$ cat src/rtl/ddr_pfx_pkg.sv
package ddr_pfx_pkg;

    // Burst length codes as seen on the read request.
    typedef enum logic [1:0] {
        BLC_TWO   = 2'b00,
        BLC_FOUR  = 2'b01,
        BLC_EIGHT = 2'b10,
        BLC_EIGHT_ALT = 2'b11
    } blen_code_e;

    // Sampling slot inside one wide-word period (two slots per beat).
    typedef enum logic [1:0] {
        SL_LO_A = 2'd0,
        SL_LO_B = 2'd1,
        SL_HI_A = 2'd2,
        SL_HI_B = 2'd3
    } slot_e;

    // Registered pad controls of the read side.
    typedef struct packed {
        logic oe;
        logic strobe;
    } pad_ctl_t;

    localparam int WORD_CNT_W = 3;

    // Number of wide words fetched for one burst code.
    function automatic logic [WORD_CNT_W-1:0] words_for(blen_code_e c);
        case (c)
            BLC_TWO:  return 3'd1;
            BLC_FOUR: return 3'd2;
            default:  return 3'd4;
        endcase
    endfunction

    function automatic slot_e next_slot(slot_e s);
        return slot_e'(s + 2'd1);
    endfunction

endpackage

$ cat src/rtl/ddr_rd_serializer.sv
module ddr_rd_serializer
    import ddr_pfx_pkg::*;
#(
    parameter int W = 16
) (
    input  logic           clk,
    input  logic           rst,
    input  logic           go,
    input  blen_code_e     blen,
    output logic           pop,
    input  logic [2*W-1:0] word,
    output logic [W-1:0]   dq,
    output logic           strobe,
    output logic           oe,
    output logic           busy
);

    logic                  active_q;
    slot_e                 slot_q;
    logic [WORD_CNT_W-1:0] left_q;
    logic [W-1:0]          upper_q;
    logic [W-1:0]          dq_q;
    pad_ctl_t              ctl_q;

    assign pop    = active_q && (slot_q == SL_LO_A);
    assign busy   = active_q;
    assign dq     = dq_q;
    assign strobe = ctl_q.strobe;
    assign oe     = ctl_q.oe;

    always_ff @(posedge clk) begin
        if (rst) begin
            active_q <= 1'b0;
            slot_q   <= SL_LO_A;
            left_q   <= '0;
            upper_q  <= '0;
            dq_q     <= '0;
            ctl_q    <= '0;
        end else if (!active_q) begin
            ctl_q <= '0;
            if (go) begin
                active_q <= 1'b1;
                slot_q   <= SL_LO_A;
                left_q   <= words_for(blen);
            end
        end else begin
            slot_q <= next_slot(slot_q);
            case (slot_q)
                SL_LO_A: begin
                    dq_q         <= word[W-1:0];
                    upper_q      <= word[2*W-1:W];
                    ctl_q.oe     <= 1'b1;
                    ctl_q.strobe <= 1'b1;
                end
                SL_HI_A: begin
                    dq_q         <= upper_q;
                    ctl_q.strobe <= 1'b0;
                end
                SL_HI_B: begin
                    if (left_q == 3'd1) active_q <= 1'b0;
                    else                left_q   <= left_q - 3'd1;
                end
                default: ;
            endcase
        end
    end

    AST_POP_SPACED: assert property (@(posedge clk) disable iff (rst)
        pop |=> !pop);
    AST_LEFT_LIVE: assert property (@(posedge clk) disable iff (rst)
        active_q |-> (left_q != '0));
    AST_STROBE_TRACKS_DATA: assert property (@(posedge clk) disable iff (rst)
        (oe && $past(oe) && (dq != $past(dq))) |-> (strobe != $past(strobe)));
    AST_FIRST_BEAT_HIGH: assert property (@(posedge clk) disable iff (rst)
        $rose(oe) |-> strobe);
    AST_OE_DROPS: assert property (@(posedge clk) disable iff (rst)
        $fell(active_q) |=> !oe);
    AST_NO_GAP: assert property (@(posedge clk) disable iff (rst)
        (active_q && slot_q == SL_HI_B && left_q != 3'd1) |=> pop);

endmodule

$ cat src/rtl/ddr_wr_deserializer.sv
module ddr_wr_deserializer
    import ddr_pfx_pkg::*;
#(
    parameter int W = 16
) (
    input  logic             clk,
    input  logic             rst,
    input  logic             block,
    input  logic             dqs,
    input  logic [W-1:0]     dq,
    input  logic [W/8-1:0]   dm,
    output logic [2*W-1:0]   word,
    output logic [W/4-1:0]   be,
    output logic             valid
);

    localparam int LANES = W / 8;

    logic             dqs_q;
    logic             rise;
    logic             fall;
    logic [7:0]       lane_q [2*LANES];
    logic [W/4-1:0]   be_q;
    logic             valid_q;

    assign rise  = dqs && !dqs_q && !block;
    assign fall  = !dqs && dqs_q && !block;
    assign be    = be_q;
    assign valid = valid_q;

    always_ff @(posedge clk) begin
        if (rst) begin
            dqs_q   <= 1'b0;
            be_q    <= '0;
            valid_q <= 1'b0;
            for (int j = 0; j < 2*LANES; j++) lane_q[j] <= '0;
        end else begin
            dqs_q   <= dqs;
            valid_q <= fall;
            if (rise) be_q[LANES-1:0]       <= ~dm;
            if (fall) be_q[2*LANES-1:LANES] <= ~dm;
            for (int i = 0; i < LANES; i++) begin
                if (rise && !dm[i]) lane_q[i]         <= dq[8*i +: 8];
                if (fall && !dm[i]) lane_q[LANES + i] <= dq[8*i +: 8];
            end
        end
    end

    for (genvar g = 0; g < 2*LANES; g++) begin : g_lane_out
        assign word[8*g +: 8] = lane_q[g];
    end

    for (genvar h = 0; h < LANES; h++) begin : g_lane_chk
        AST_MASK_KEEPS_LO: assert property (@(posedge clk) disable iff (rst)
            (rise && dm[h]) |=> $stable(lane_q[h]));
        AST_MASK_KEEPS_HI: assert property (@(posedge clk) disable iff (rst)
            (fall && dm[h]) |=> $stable(lane_q[LANES + h]));
    end

    AST_VALID_PULSE: assert property (@(posedge clk) disable iff (rst)
        valid |=> !valid);
    AST_BLOCKED_IDLE: assert property (@(posedge clk) disable iff (rst)
        (block && $past(block)) |-> !valid);

endmodule

$ cat src/rtl/ddr_prefetch_dp.sv
module ddr_prefetch_dp
    import ddr_pfx_pkg::*;
#(
    parameter int W = 16
) (
    input  logic             clk,
    input  logic             rst,
    input  logic             rd_go,
    input  logic [1:0]       rd_bl,
    output logic             rd_pop,
    input  logic [2*W-1:0]   rd_word,
    output logic [W-1:0]     dq_out,
    output logic             dqs_out,
    output logic             rd_oe,
    input  logic             wr_dqs,
    input  logic [W-1:0]     wr_dq,
    input  logic [W/8-1:0]   wr_dm,
    output logic [2*W-1:0]   wr_word,
    output logic [W/4-1:0]   wr_be,
    output logic             wr_valid
);

    logic rd_busy;

    ddr_rd_serializer #(.W(W)) i_rd (
        .clk    (clk),
        .rst    (rst),
        .go     (rd_go),
        .blen   (blen_code_e'(rd_bl)),
        .pop    (rd_pop),
        .word   (rd_word),
        .dq     (dq_out),
        .strobe (dqs_out),
        .oe     (rd_oe),
        .busy   (rd_busy)
    );

    ddr_wr_deserializer #(.W(W)) i_wr (
        .clk   (clk),
        .rst   (rst),
        .block (rd_busy),
        .dqs   (wr_dqs),
        .dq    (wr_dq),
        .dm    (wr_dm),
        .word  (wr_word),
        .be    (wr_be),
        .valid (wr_valid)
    );

    AST_NO_WRITE_DURING_READ: assert property (@(posedge clk) disable iff (rst)
        rd_oe |-> !wr_valid);
    AST_IDLE_STROBE_LOW: assert property (@(posedge clk) disable iff (rst)
        !rd_oe |-> !dqs_out);

endmodule

$ cat config.mk
export PLATFORM = sky130hd
export DESIGN_NAME = ddr_prefetch_dp
export DESIGN_NICKNAME = d
export VERILOG_FILES = /design/src/rtl/ddr_pfx_pkg.sv /design/src/rtl/ddr_rd_serializer.sv /design/src/rtl/ddr_wr_deserializer.sv /design/src/rtl/ddr_prefetch_dp.sv
export SDC_FILE = /design/constraint.sdc
export NUM_CORES = 1
export LEC_CHECK = 0
export BUFFER_PORTS_ARGS = -buffer_cell sky130_fd_sc_hd__buf_4
export CORE_MARGIN = 2
export CORE_UTILIZATION = 54
export CTS_CLUSTER_DIAMETER = 30
export DETAILED_ROUTE_END_ITERATION = 10
export PLACE_DENSITY = 0.82
export SYNTH_ARGS = -nofsm -noshare
export SYNTH_HDL_FRONTEND = slang
export SYNTH_HIERARCHICAL = 1
export SYNTH_SLANG_ARGS = --single-unit
export TNS_END_PERCENT = 100
$ cat constraint.sdc
create_clock -name clk -period 4.7 [get_ports clk]
set_input_delay 0.47 -clock clk [delete_from_list [all_inputs] [get_ports clk]]
set_output_delay 0.47 -clock clk [all_outputs]
set_load 0.05 [all_outputs]
==> out/results.ini <==
[logic_synthesis]
avgSynthCellArea_sq_um=10.9
yosys_warnings=6
synth_cell_type_count=38
synth_edf_count=32
synth.net_count=373
syn-cell-area_sq_um=3390
synthArstFlopShare_pct=0
yosysSeqAreaShare_pct=55.5
synth_seq_cells=78
synth-main-ff-cell=dfxtp_1
syn_inst=312

[cts]
clkLatencyLatePin_ps=340
post-cts-setup-buffer-count=0
numClockSinks=78
path_clk_slew_ps=80
clockRootBuffer=clkbuf_8
cts_htree_levels=3
post_cts_resized=0
postCtsHoldBufs=0
ctsLongestPathBuffers=2
cts_buffers=9
tritoncts=built

[place]
place.gp.congestion=0.743
dp.cells=477
portBuffers=111
dp_hpwl_mm=5.17

[timing]
worst_pin_slew_ps=1020
tns_ps=0
finalHoldViolCount=0
relSlewSlack_pct=31.9
grt_setup_unrepaired=no
fin_crit_sh_pct=54.4
slew_viol_final=0
fmax_mhz=391
clock_skew_ps=9.66
hold_ws_ps=373
setup_violations=0
layout_min_cycle_time_ps=2560

[pwr]
cellPowerDensity_nw_per_um2=372
total_power_w=0.00162
peakVddDrop_mv=0.287
power_leakage_nw=1.80

[grt]
globalRoute.totalOverflow=0
antenna_found_initial=0
grt_max_degree=55
grt_usage_pct=21.0
grt_pass1_vias=2527
grt_pass1_wl_mm=11.8

[finish]
most-common-layout-cells=buf_4, dfxtp_1, nand2_1
final_nets=474
layout.cells.non_filler=493
syn2layout_area_growth_pct=28.8
final_common_cell=buf_4
layout-drive-gt1-share_pct=39.2
n_antenna_cell=0
nFillCells=437

[drt]
drc=0
routed-via-count=2598
drtIter0Drc=142
first_pass_iters=4
wire_per_inst_microns=14.6
detail-route-antenna-nets=0
routed_wl_mm=7.21
viasPerCell=5.27

[floorplanning]
die_area_sq_um=6930
start_util_pct=56.6
core_area_sq_um=5990
pin_count=112
die_w_microns=83.2
rows=28
die_y_microns=83.2

[outcome]
status=finished, final reports clean

[setup_path]
crit_fanout=24
worst_setup_path_end_kind=output pin
cp_slowest_cell=dfxtp_1
reg2reg_from=i_rd/busy$_SDFF_PP0_
critical_path.cell_chain=nand2_2, inv_2, buf_4
reg2regPathDepth=2
crit_path_start_kind=flop
slowest_delay_ps=780
r2r_end=i_wr/lane_q[0][2]$_SDFFCE_PN0P_
worstPathArrival_ps=2090
critPathKind=reg -> out
r2r_slack_ps=2430
critPathRequiredTime_ps=4230

[hold_path]
min_path_type=in -> reg
hold_depth=3
hold_path_end=i_rd/upper_q[11]$_SDFFE_PP0P_
hp-start=rd_word[27]

[flow_run]
maxCapViolCount=0

[power by group]
group / internal, W / switching (W)
combinational: 0.000114 / 0.000211
clock: 0.000296 / 0.000230
sequential: 0.000748 / 0.0000257
[synthesized netlist by cell type, types with 2 or more instances]
master    instances  area, sq um
nor2_1           31          116
clkbuf_1          8         30.0
a211oi_2         16          200
mux2_4            2         30.0
a31o_2            2         17.5
nor2_2           14         87.6
nand2_1          33          124
nand2b_1         12         75.1
mux2i_1          19          190
ha_1              5         62.6
edfxtp_1         32          961
nand3b_1          2         15.0
nor2b_1           4         25.0
nor3_1           16         80.1
dfxtp_1          46          921
buf_6             6         67.6
a21oi_1          18         90.1
nor4_1            2         12.5
buf_8             2         30.0
buf_2             4         20.0
or4b_1            2         20.0
a211oi_1          3         22.5
o21bai_1          2         15.0
inv_1            16         60.1
or3b_1            2         17.5
[worst max path at each step]
stage | end | from | depth (start not counted) | slack (ps)
2_1_floorplan | i_wr/lane_q[2][0]$_SDFFCE_PN0P_ | wr_dqs | 3 | 2920
3_3_place_gp | rd_pop | i_rd/busy$_SDFF_PP0_ | 3 | 2530
3_5_place_dp | i_wr/lane_q[0][0]$_SDFFCE_PN0P_ | i_rd/busy$_SDFF_PP0_ | 2 | 2410
4_1_cts | rd_pop | i_rd/busy$_SDFF_PP0_ | 3 | 2130
5_1_grt | rd_pop | i_rd/busy$_SDFF_PP0_ | 3 | 1930
6_report | rd_pop | i_rd/busy$_SDFF_PP0_ | 3 | 2140
[layer usage]
metal | up-vias | track usage (%) | wire, microns
met2 | 123 | 34.3 | 3540
met4 | 0 | 5.22 | 42
met3 | 6 | 6.46 | 601
li1 | 1269 | - | -
met1 | 1200 | 27.4 | 3030
met5 | - | 0 | 0
[through the flow]
| step | cell area (sq um) | worst slack, ps | util, % |
|---|---|---|---|
| 2_1_floorplan | 3390 | 2920 | - |
| 3_3_place_gp | 4160 | 2530 | 69.5 |
| 3_5_place_dp | 4160 | 2410 | 69.5 |
| 4_1_cts | 4370 | 2130 | 72.9 |
| 5_1_grt | 4370 | 1930 | 72.9 |
| 6_report | 4370 | 2140 | 72.9 |
[logic make-up after synthesis]
| group | count (synthesis) | share of synthesized area [%] |
|---|---|---|
| AOI/OAI and AO/OA | 46 | 11.5 |
| adders and majority gates | 5 | 1.85 |
| DFF | 78 | 55.5 |
| xor gates and xnor gates | 1 | 0.258 |
| and+or+nand+nor | 123 | 17.9 |
| muxes | 21 | 6.49 |
| buffers and inverters | 38 | 6.46 |
[worst max-delay path: cells and delay by family (launching register included)]
family        cells  cell delay, ps
buf+inv           2             590
flops             1             780
simple gates      1             360
[cell type report]
| type | instances | area (sq um) | share of cell area [%] |
|---|---|---|---|
| clock inverter | 5 | 73.8 | 1.69 |
| tap | 75 | 93.8 | 2.15 |
| sequential | 78 | 1880 | 43.1 |
| multi-input combinational | 196 | 1290 | 29.5 |
| timing repair buffer | 111 | 833 | 19.1 |
| inverter | 17 | 63.8 | 1.46 |
| clock buffer | 11 | 131 | 3.01 |
[registers in the layout, summed over array words and instances (netlist names)]
name,count
i_wr/be,4
i_wr/dqs_q,1
i_wr/valid,1
i_rd/oe,1
i_rd/strobe,1
i_rd/left_q,3
i_rd/slot_q,2
i_wr/lane_q,32
i_rd/upper_q,16
i_rd/dq,16
i_rd/busy,1
Power figures use the tool's default switching activity.
